$ cat src/rtl/tone_xcvr_pkg.sv
package tone_xcvr_pkg;
  localparam int NIB = 4;
  typedef logic [NIB-1:0] nib_t;

  typedef struct packed {
    logic irq_en;
    logic cp_mode;
    logic tone_en;
  } ctl_a_t;

  typedef struct packed {
    logic row_col;
    logic single;
    logic burst;
  } ctl_b_t;

  // set has priority over clear so that no event is lost
  function automatic logic flag_next(logic cur, logic set, logic clr);
    return set | (cur & ~clr);
  endfunction

  function automatic nib_t pack_status(logic no_tone, logic rx_full,
                                       logic tx_rdy, logic irq_f);
    return {no_tone, rx_full, tx_rdy, irq_f};
  endfunction
endpackage

$ cat src/rtl/txr_bus_front.sv
module txr_bus_front
  import tone_xcvr_pkg::*;
(
  input  logic clk,
  input  logic rst_n,
  input  logic cs,
  input  logic bus_clk,
  input  logic rw,
  input  logic rs,
  input  nib_t din,
  output logic wr_tx,
  output logic wr_ctl,
  output logic rd_stat_end,
  output nib_t wdata
);
  logic bclk_q, cs_q, rw_q, rs_q;
  nib_t din_q;
  logic acc_end;

  always_ff @(posedge clk or negedge rst_n) begin
    if (!rst_n) begin
      bclk_q <= 1'b0;
      cs_q   <= 1'b0;
      rw_q   <= 1'b0;
      rs_q   <= 1'b0;
      din_q  <= '0;
    end else begin
      bclk_q <= bus_clk;
      cs_q   <= cs;
      rw_q   <= rw;
      rs_q   <= rs;
      din_q  <= din;
    end
  end

  // access commits on the falling edge of the bus pulse
  assign acc_end     = bclk_q & ~bus_clk & cs_q;
  assign wr_tx       = acc_end & ~rw_q & ~rs_q;
  assign wr_ctl      = acc_end & ~rw_q &  rs_q;
  assign rd_stat_end = acc_end &  rw_q &  rs_q;
  assign wdata       = din_q;

  p_one_kind_r1: assert property (@(posedge clk) disable iff (!rst_n)
    $countones({wr_tx, wr_ctl, rd_stat_end}) <= 1);
endmodule

$ cat src/rtl/txr_ctrl_regs.sv
module txr_ctrl_regs
  import tone_xcvr_pkg::*;
(
  input  logic   clk,
  input  logic   rst_n,
  input  logic   wr_tx,
  input  logic   wr_ctl,
  input  nib_t   wdata,
  output ctl_a_t ctl_a,
  output ctl_b_t ctl_b,
  output nib_t   tx_digit,
  output logic   tx_load
);
  logic b_sel;
  logic wr_a, wr_b;

  assign wr_b = wr_ctl &  b_sel;
  assign wr_a = wr_ctl & ~b_sel;

  always_ff @(posedge clk or negedge rst_n) begin
    if (!rst_n) begin
      ctl_a    <= '0;
      ctl_b    <= '0;
      b_sel    <= 1'b0;
      tx_digit <= '0;
      tx_load  <= 1'b0;
    end else begin
      tx_load <= wr_tx;
      if (wr_tx) tx_digit <= wdata;
      if (wr_a) begin
        ctl_a <= '{irq_en: wdata[2], cp_mode: wdata[1], tone_en: wdata[0]};
        b_sel <= wdata[3];
      end
      if (wr_b) begin
        ctl_b <= '{row_col: wdata[3], single: wdata[2], burst: wdata[0]};
        b_sel <= 1'b0;
      end
    end
  end

  p_redirect_once_r4: assert property (@(posedge clk) disable iff (!rst_n)
    wr_b |=> (!b_sel && $stable(ctl_a)));

  p_load_pulse_r2: assert property (@(posedge clk) disable iff (!rst_n)
    (tx_load && !wr_tx) |=> !tx_load);
endmodule

$ cat src/rtl/txr_status_flags.sv
module txr_status_flags
  import tone_xcvr_pkg::*;
(
  input  logic clk,
  input  logic rst_n,
  input  logic rx_valid,
  input  nib_t rx_digit,
  input  logic rx_no_tone,
  input  logic tx_ready,
  input  logic rd_stat_end,
  input  logic int_arm,
  output nib_t status,
  output nib_t rx_data
);
  logic f_irq, f_tx, f_rx, f_nt;
  logic irq_evt;

  assign irq_evt = int_arm & (rx_valid | tx_ready);

  always_ff @(posedge clk or negedge rst_n) begin
    if (!rst_n) begin
      f_irq   <= 1'b0;
      f_tx    <= 1'b0;
      f_rx    <= 1'b0;
      f_nt    <= 1'b0;
      rx_data <= '0;
    end else begin
      f_irq <= flag_next(f_irq, irq_evt,  rd_stat_end);
      f_tx  <= flag_next(f_tx,  tx_ready, rd_stat_end);
      f_rx  <= flag_next(f_rx,  rx_valid, rd_stat_end);
      // valid tone clears no-tone and wins over a simultaneous set
      f_nt  <= ~rx_valid & (rx_no_tone | f_nt);
      if (rx_valid) rx_data <= rx_digit;
    end
  end

  assign status = pack_status(f_nt, f_rx, f_tx, f_irq);

  p_set_wins_r8: assert property (@(posedge clk) disable iff (!rst_n)
    rx_valid |=> f_rx);
  p_read_clear_r6: assert property (@(posedge clk) disable iff (!rst_n)
    (rd_stat_end && !rx_valid && !tx_ready) |=> (status[2:0] == 3'b000));
  p_nt_clear_r7: assert property (@(posedge clk) disable iff (!rst_n)
    rx_valid |=> !f_nt);
  p_nt_keep_r6: assert property (@(posedge clk) disable iff (!rst_n)
    (f_nt && !rx_valid) |=> f_nt);
endmodule

$ cat src/rtl/txr_irq_out.sv
module txr_irq_out
  import tone_xcvr_pkg::*;
(
  input  ctl_a_t ctl_a,
  input  logic   irq_flag,
  input  logic   cp_wave,
  output logic   irq_pull
);
  always_comb begin
    irq_pull = 1'b0;
    if (ctl_a.irq_en) irq_pull = ctl_a.cp_mode ? ~cp_wave : irq_flag;
  end
endmodule

$ cat src/rtl/tone_xcvr_regs.sv
module tone_xcvr_regs
  import tone_xcvr_pkg::*;
(
  input  logic       clk,
  input  logic       rst_n,
  input  logic       cs,
  input  logic       bus_clk,
  input  logic       rw,
  input  logic       rs,
  input  logic [3:0] din,
  output logic [3:0] dout,
  output logic       dout_oe,
  input  logic       rx_valid,
  input  logic [3:0] rx_digit,
  input  logic       rx_no_tone,
  input  logic       tx_ready,
  input  logic       cp_wave,
  output logic [3:0] tx_digit,
  output logic       tx_load,
  output logic       tone_en,
  output logic       cp_mode,
  output logic       irq_en,
  output logic       burst_mode,
  output logic       single_tone,
  output logic       row_col,
  output logic       irq_pull
);
  logic   wr_tx, wr_ctl, rd_stat_end;
  nib_t   wdata, status, rx_data;
  ctl_a_t ctl_a;
  ctl_b_t ctl_b;

  txr_bus_front u_front (
    .clk(clk), .rst_n(rst_n), .cs(cs), .bus_clk(bus_clk), .rw(rw), .rs(rs),
    .din(din), .wr_tx(wr_tx), .wr_ctl(wr_ctl), .rd_stat_end(rd_stat_end),
    .wdata(wdata)
  );

  txr_ctrl_regs u_ctrl (
    .clk(clk), .rst_n(rst_n), .wr_tx(wr_tx), .wr_ctl(wr_ctl), .wdata(wdata),
    .ctl_a(ctl_a), .ctl_b(ctl_b), .tx_digit(tx_digit), .tx_load(tx_load)
  );

  txr_status_flags u_stat (
    .clk(clk), .rst_n(rst_n), .rx_valid(rx_valid), .rx_digit(rx_digit),
    .rx_no_tone(rx_no_tone), .tx_ready(tx_ready), .rd_stat_end(rd_stat_end),
    .int_arm(ctl_a.irq_en & ~ctl_a.cp_mode), .status(status), .rx_data(rx_data)
  );

  txr_irq_out u_irq (
    .ctl_a(ctl_a), .irq_flag(status[0]), .cp_wave(cp_wave), .irq_pull(irq_pull)
  );

  assign dout_oe     = cs & bus_clk & rw;
  assign dout        = dout_oe ? (rs ? status : rx_data) : '0;
  assign tone_en     = ctl_a.tone_en;
  assign cp_mode     = ctl_a.cp_mode;
  assign irq_en      = ctl_a.irq_en;
  assign burst_mode  = ctl_b.burst;
  assign single_tone = ctl_b.single;
  assign row_col     = ctl_b.row_col;

  p_irq_dtmf_r9: assert property (@(posedge clk) disable iff (!rst_n)
    (irq_en && !cp_mode && $rose(status[0])) |-> irq_pull);
  p_no_write_on_read_r11: assert property (@(posedge clk) disable iff (!rst_n)
    dout_oe |=> (!tx_load || !$past(rw)) );
endmodule

$ cat config.mk
export PLATFORM = sky130hd
export DESIGN_NAME = tone_xcvr_regs
export DESIGN_NICKNAME = d
export VERILOG_FILES = /design/src/rtl/tone_xcvr_pkg.sv /design/src/rtl/txr_bus_front.sv /design/src/rtl/txr_ctrl_regs.sv /design/src/rtl/txr_status_flags.sv /design/src/rtl/txr_irq_out.sv /design/src/rtl/tone_xcvr_regs.sv
export SDC_FILE = /design/constraint.sdc
export NUM_CORES = 1
export LEC_CHECK = 0
export ABC_CLOCK_PERIOD_IN_PS = 2200
export CORE_UTILIZATION = 45
export CTS_BUF_LIST = sky130_fd_sc_hd__clkbuf_8
export DETAILED_ROUTE_END_ITERATION = 6
export MAX_ROUTING_LAYER = met4
export PLACE_DENSITY = 0.89
export SLEW_MARGIN = 20
export SYNTH_ARGS = -nofsm -noshare
export SYNTH_HDL_FRONTEND = slang
export SYNTH_SLANG_ARGS = --single-unit
$ cat constraint.sdc
create_clock -name clk -period 2.2 [get_ports clk]
set_clock_uncertainty 0.05 [all_clocks]
set_input_delay 0.44 -clock clk [delete_from_list [all_inputs] [get_ports clk]]
set_output_delay 0.44 -clock clk [all_outputs]
set_load 0.01 [all_outputs]
Yosys cells after proc, flatten, opt, wreduce, memory -nomap -nowiden
Cells that the tools add are included.
{"block": "totals", "reg_bits": 28, "in_bits": 18, "mem_count": 0, "output_inout_bits": 17, "latchBits": 0, "romBits": 0, "elab_cells": 56, "ram_bits": 0}
{"block": "classes", "n_mul": 0, "div": 0, "bitwise_logic": 30, "magnitude_cmp": 0, "add_sub_neg": 0, "mux": 6, "shift": 0, "eq_ne": 0, "reduce_logical": 1}
{"op": "AND 1 bit", "count": 17}
{"op": "2-to-1 mux 4 bit", "count": 2}
{"op": "inverter 1 bit", "count": 8}
{"op": "bitwise OR 1 bit", "count": 5}
{"op": "2-to-1 mux 1 bit", "count": 4}
{"op": "nonzero test 2 bit", "count": 1}

Logic depth before layout (Yosys ltp)
Gate-level depths: netlist of run 1.
{"block": "logic_depth", "depth_word": 8, "ltp_mapped": 4, "ltp_nobuf": 3}

Cells and area by module
From an unflattened synthesis of run 1, not the netlist that was laid out.
{"block": "unflattened", "hier_cells": 78, "area_unflattened_um2": 1146.1}
{"mod": "txr_ctrl_regs", "cells_per_inst": 26, "area_each_um2": 469.2, "instances": 1, "seq_area_each_um2": 300.3}
{"mod": "txr_status_flags", "cells_per_inst": 25, "area_each_um2": 342.8, "instances": 1, "seq_area_each_um2": 200.2}
{"mod": "txr_bus_front", "cells_per_inst": 13, "area_each_um2": 245.2, "instances": 1, "seq_area_each_um2": 200.2}
{"mod": "tone_xcvr_regs", "cells_per_inst": 12, "area_each_um2": 75.1, "instances": 1, "seq_area_each_um2": 0.0}
{"mod": "txr_irq_out", "cells_per_inst": 2, "area_each_um2": 13.8, "instances": 1, "seq_area_each_um2": 0.0}

Least setup slack after synthesis of run 1
Ideal clock, no wire load.
{"block": "synth_path", "path_kind": "input -> register", "start": "input bus_clk", "end": "register u_ctrl.tx_digit[0]", "n_path_buf": 1, "setup_time_ns": 0.125, "arrival_ns": 1.642, "path_stages": 4, "t_required_ns": 2.025, "setup_slack_ns": 0.383, "path_cell_list": "or3b_4 -> or3b_1 -> buf_6 -> mux2_4"}
{"block": "synth_via", "elab_chain_cells": 5}
{"element": "start, declared", "line_no": "tone_xcvr_regs.sv:7", "rtl": "input logic bus_clk,"}
{"element": "inverter 1 bit", "line_no": "txr_bus_front.sv:37", "rtl": "assign acc_end = bclk_q & ~bus_clk & cs_q;"}
{"element": "AND 1 bit (2 in a row)", "line_no": "txr_bus_front.sv:37"}
{"element": "AND 1 bit (2 in a row)", "line_no": "txr_bus_front.sv:38", "rtl": "assign wr_tx = acc_end & ~rw_q & ~rs_q;"}
{"element": "end signal, assigned", "line_no": "txr_ctrl_regs.sv:29", "rtl": "if (wr_tx) tx_digit <= wdata;"}
{"element": "end, declared", "line_no": "txr_ctrl_regs.sv:11", "rtl": "output nib_t tx_digit,"}
No other way between the ends.
A chain may end at the register's enable or synchronous reset.

Final worst setup path of run 1
{"block": "layout_path", "start": "input cp_wave", "end": "output irq_pull"}
{"block": "layout_via", "elab_chain_cells": 3}
{"element": "start, declared", "line_no": "tone_xcvr_regs.sv:17", "rtl": "input logic cp_wave,"}
{"element": "inverter 1 bit", "line_no": "txr_irq_out.sv:11", "rtl": "if (ctl_a.irq_en) irq_pull = ctl_a.cp_mode ? ~cp_wave : irq_flag;"}
{"element": "2-to-1 mux 1 bit (2 in a row)", "line_no": "txr_irq_out.sv:11"}
{"element": "end, declared", "line_no": "tone_xcvr_regs.sv:26", "rtl": "output logic irq_pull"}
No other way between the ends.

==> results.md, run 1 <==
- Status: finished clean
- Worst Slack Setup Final: roughly 0.16 ns
- WP buf/inv: 2
- WL final: roughly 1.9 mm
- Boundary pin count: 35
- Chip width: 51.1 um
- Root buffer cell: clkbuf_8
- Fin crit share: 0.926
- TNS Setup: 0 ns
- Final net count: between 100 and 150
- Final Cell Area: 1540 um^2
- Setup Crit Path Kind: in2out
- Placement Setup Slack: -0.155 ns
- Clock power share: 0.304
- Area share of the largest cell type after synthesis: 0.645
- Iteration-0 DRC Markers: 15
- Initial Util: 0.486
- Share of total power in combinational logic: 0.208
- Main synth FF type: dfrtp_1
- Pwr Density: approximately 830 nW/um^2
- Vias in the first global route: ~750
- WL per Instance: roughly 13 um
- Net Count, Synth: 94
- Clock latency on the worst-skew pair: roughly 0.27 ns
- CTS tree: built
- Largest net degree at the start of global routing: 29
- Cell taking the most area after synthesis: dfrtp_1
- Total power: between 1 and 1.5 mW
- Final Max Tran Viols: 0
- Async set-reset flop share out of synthesis: 1.00
- Worst setup SP type: input pin
- Vias per Instance: roughly 5.0
- Cells after Synth: 76
- Row Count: 17
- H-tree Lvls: 1
- Top delay family on crit path: buffers and inverters
- CP arrival: 1.55 ns
- Antenna viol nets, final: 0
- Critical path's slowest cell: clkdlybuf4s50_1
- Final Hold Vio Count: 0
- RSZ-0062 raised after global routing: no
- Placeable core region: ~2200 um^2
- Synthesized flop and latch total: 28
- Port Buffers: 34
- Top post-synthesis cells by count: dfrtp_1, mux2_2, nor2_1, mux2_4, mux2i_1
- Hold Path Class: in2reg
- Synth warn: 0
- DRT Pass-1 Iters: 4
- Clock tree buffer depth: 2
- Final HPWL DP: between 1 and 1.5 mm
- Routed vias: 710
- Count of cell types in the netlist: 21
- Ant diodes: 0
- GRT overflow: 0
- Maximum VDD drop: roughly 620 uV
- CP most frequent cell: clkdlybuf4s50_1
- Clock Sinks: 28
- Postcts setup bufs: 0
- Initial antenna violation count: 0
- Total die area: 2610 um^2
- Gr usage total: 0.177
- Die Height: slightly above 50 um
- Critical path, cell by cell: clkdlybuf4s50_1 -> nand2_1 -> o211a_1 -> clkdlybuf4s50_1
- Area contributors post-synth: dfrtp_1, mux2_2, mux2_4
- Crit. End Element: primary output
- Pleak: 0.734 nW
- Post-placement cell area: roughly 1500 um^2
- Crit Path Max Fanout: 1
- First-pass GRT wire length: ~3.2 mm
- Area growth from synthesis to layout: 42.2%
- Share of cells above drive strength 1: 0.217
- Least-Margin Pin Slew: between 0.3 and 0.4 ns
- RD Place Congestion: between 0.7 and 0.8
- Cts bufs inserted: 3
- Cells after DPL: approximately 140
- Synth Cell Area: approximately 1100 um^2
- Slew Limit Headroom: 0.777
- DRC Markers: 0
- Count of endpoints failing setup in the final report: 0
- Final Critical Period: a little over 2 ns
- CP peak stage delay: 0.52 ns
- Fin cells: between 100 and 150
- MaxCap Viol Count: 0
- Post-synthesis sequential area ratio: 0.645
- Fmax: 491 MHz
- CTS clk-pin slew, worst paths: roughly 0.09 ns
- Mean Syn Cell Area: roughly 14 um^2
- Int Power: between 1 and 1.5 mW
- Sequential share of power: 0.488
- Most common cell in the netlist: dfrtp_1
- Sw Share: 0.222
- Number of synthesized flops with an enable pin: 0
- Required @ worst endpoint: between 1.5 and 2 ns
- NetSw: 0.286 mW
## power by group through the flow
stage          clock [mW]  sequential [mW]  combinational, mW
3_3_place_gp            0            0.635              0.267
4_1_cts             0.400            0.629              0.272
3_5_place_dp            0            0.638              0.275
6_report            0.392            0.629              0.268
2_1_floorplan           0            0.647             0.0982
5_1_grt             0.416            0.638              0.287
## registers in the layout, summed over array words and instances, names as in the netlist, 3 cells and up
signal	count
u_ctrl.ctl_a	3
u_ctrl.ctl_b	3
u_ctrl.tx_digit	4
u_stat.rx_data	4
u_front.wdata	4
## repair_timing
action / 4_1_cts / 5_1_grt
resized for setup: 7 / 1
endpoints found under the setup margin: 5 / 1
pin swaps: 1 / 0
hold buffers: 0 / 0
## cells by family (layout without fill, tap and decap cells)
| family | count (synthesis) | in the layout | share of synthesized area |
|---|---|---|---|
| AOI/OAI and AO/OA | 6 | 6 | 0.0415 |
| buffers and inverters | 5 | 44 | 0.0242 |
| DFF | 28 | 28 | 0.645 |
| muxes | 18 | 18 | 0.196 |
| and+or+nand+nor | 19 | 19 | 0.0933 |
## cell usage in the layout, fill, tap and decap left out, types with 2 or more instances in the layout
| master | netlist | layout |
|---|---|---|
| nor2_1 | 8 | 8 |
| dlygate4sd2_1 | 0 | 6 |
| dfrtp_1 | 28 | 28 |
| a21o_1 | 3 | 3 |
| mux2i_1 | 4 | 4 |
| mux2_4 | 4 | 4 |
| clkbuf_8 | 0 | 3 |
| buf_4 | 0 | 4 |
| mux2_2 | 10 | 10 |
| nand2_1 | 2 | 2 |
| clkdlybuf4s50_1 | 0 | 27 |
| inv_1 | 2 | 2 |
## per-layer routing
layer | track usage | vias up | part of all wire
met1 | 0.196 | 351 | 0.44
met5 | - | - | 0
li1 | - | 337 | -
met2 | 0.292 | 20 | 0.51
met4 | 0.102 | 0 | 0.0047
met3 | 0.0417 | 2 | 0.046
## worst reg2reg max path: cells and delay by family, from the launching register on
family,cells,cell delay [ns]
AND/OR/NAND/NOR,2,0.90
flip-flops,1,0.39
multiplexers,1,0.34
## final timing paths
kind,start,to,slack [ns],depth (start not counted)
min in group asynchronous,rst_n,u_front.wdata[2],0.48,2
min reg2reg,u_stat.f_rx,u_stat.f_rx,0.44,1
max reg2reg,u_front.rw_q,u_ctrl.tx_digit[0],0.42,3
min,bus_clk,u_front.bclk_q,0.44,1
max in group asynchronous,rst_n,u_front.bclk_q,1.37,2
max,cp_wave,irq_pull,0.16,4
## per-stage QoR
stage | hold WS [ns] | util
floorplan | 0.0944 | -
global placement | 0.414 | 0.659
detailed placement | 0.417 | 0.659
CTS | 0.431 | 0.690
global route | 0.445 | 0.691
finish | 0.437 | 0.691
## layout make-up
class / instances / area [um^2]
sequential: 28 / 701
fill: 158 / 689
timing repair buffer: 38 / 365
multi-input combinational: 43 / 364
clock buffer: 3 / 41.3
tap: 28 / 35.0
clock inverter: 1 / 30.0
inverter: 2 / 7.51
No activity file was read; power rests on OpenSTA's default activity.
==> inputs of run 2 (changes only) <==
--- a/config.mk
+++ b/config.mk
@@ -10,7 +10,8 @@
 export CTS_BUF_LIST = sky130_fd_sc_hd__clkbuf_8
 export DETAILED_ROUTE_END_ITERATION = 6
 export MAX_ROUTING_LAYER = met4
-export PLACE_DENSITY = 0.89
+export PLACE_DENSITY = 0.78
+export RECOVER_POWER = 25
 export SLEW_MARGIN = 20
 export SYNTH_ARGS = -nofsm -noshare
 export SYNTH_HDL_FRONTEND = slang
==> results.md, run 2 (synthesis gave the netlist of run 1 again) <==
- Status: finished clean
- Boundary pin count: 35
- RR Startpoint: u_front.rw_q
- Hold depth: 1
- Clock tree buffer depth: 2
- Chip width: 51.1 um
- Worst setup SP type: input pin
- Vias in the first global route: 788
- WL per Instance: about 14 um
- Die Height: about 50 um
- RD Place Congestion: between 0.6 and 0.7
- DRC Markers: 0
- Ant diodes: 0
- Worst R2R Path Depth: 3
- Crit path from: rw
- Most frequent cells in the layout: dfrtp_1, clkdlybuf4s50_1, mux2_2, nor2_1
- TNS Setup: 0 ns
- Gr usage total: 0.193
- Util after Layout: 0.690
- Total die area: 2610 um^2
- CP arrival: around 1.6 ns
- GRT overflow: 0
- Fmax: about 470 MHz
- Root buffer cell: clkbuf_8
- MaxCap Viol Count: 0
- Least-Margin Pin Slew: approximately 0.7 ns
- Cts bufs inserted: 3
- Crit. End Element: primary output
- Commonest non-fill, non-tap cell in the layout: dfrtp_1
- Iteration-0 DRC Markers: 4
- Slew Limit Headroom: 0.545
- CTS clk-pin slew, worst paths: approximately 0.09 ns
- Pleak: 0.718 nW
- Final Critical Period: between 2 and 2.5 ns
- Required @ worst endpoint: 1.71 ns
- CTS tree: built
- Vias per Instance: 5.04
- Initial antenna violation count: 0
- Register area: between 700 and 800 um^2
- Min Hold Slack: just over 0.3 ns
- Final HPWL DP: about 1.6 mm
- Total power: around 1.3 mW
- Fin crit share: 0.963
- Area growth from synthesis to layout: 41.9%
- Clock Sinks: 28
- Row Count: 17
- Fin cells: 144
- Share of cells above drive strength 1: 0.224
- Maximum VDD drop: between 600 and 700 uV
- Worst hold start: bus_clk
- Pwr Density: 839 nW/um^2
- Final net count: about 140
- H-tree Lvls: 1
- Final Hold Vio Count: 0
- Routed vias: ~730
- Hold_buf cts: 0
- Antenna viol nets, final: 0
- Final Max Tran Viols: 0
- Setup Crit Path Kind: in2out
- Largest net degree at the start of global routing: 29
- Hold Path Class: in2reg
- First-pass GRT wire length: between 3 and 4 mm
- Count of endpoints failing setup in the final report: 0
- Multi-input gate area: roughly 360 um^2
- Clock latency on the worst-skew pair: 0.27 ns
- RSZ-0062 raised after global routing: no
- Cells after DPL: 139
- DRT Pass-1 Iters: 3
- WL final: between 2 and 2.5 mm
- Initial Util: 0.486
- Placeable core region: roughly 2200 um^2
- Fillers: 175
- Crit Path Max Fanout: 2
- Port Buffers: 34
[run 2: where the power goes]
part	switching, mW	internal [mW]
sequential	0.0485	0.581
combinational	0.0911	0.176
clock	0.154	0.244
total	0.294	1.00
[run 2: layout make-up]
class | instances | share of cell area
Sequential cell | 28 | 0.455
Multi-Input combinational cell | 43 | 0.236
Timing Repair Buffer | 39 | 0.235
Clock buffer | 3 | 0.0268
Tap cell | 28 | 0.0227
Clock inverter | 1 | 0.0195
Inverter | 2 | 0.00487
[run 2: worst max-delay path, stage by stage]
cell and delay (ns):
clkdlybuf4s50_1 0.50, nand3_2 0.10, inv_1 0.06, clkdlybuf4s50_1 0.53
[run 2: worst paths after layout]
path,to,slack (ns)
min,u_front.bclk_q,0.31
max reg2reg,u_ctrl.tx_digit[0],0.43
min in group asynchronous,u_ctrl.tx_digit[2],0.67
max,dout_oe,0.08
min reg2reg,u_stat.f_tx,0.45
max in group asynchronous,u_ctrl.ctl_b[1],0.99
[run 2: per-stage QoR]
stage | cell area (um^2) | setup slack (ns)
2_1_floorplan | 1090 | 0.383
3_3_place_gp | 1470 | -0.128
3_5_place_dp | 1470 | -0.158
4_1_cts | 1550 | 0.0480
5_1_grt | 1540 | 0.0224
6_report | 1540 | 0.0809
[run 2: layer usage]
metal	share of wire	vias to the layer above	GRT usage
met1	0.41	352	0.212
met2	0.52	29	0.342
met3	0.054	5	0.0417
met5	0	-	-
met4	0.017	0	0.0694
li1	-	340	-
[run 2: timing repair]
item / 4_1_cts / 5_1_grt
pin swaps: 1 / 0
setup buffers: 1 / 0
setup endpoints to repair: 5 / 2
resized for setup: 6 / 1
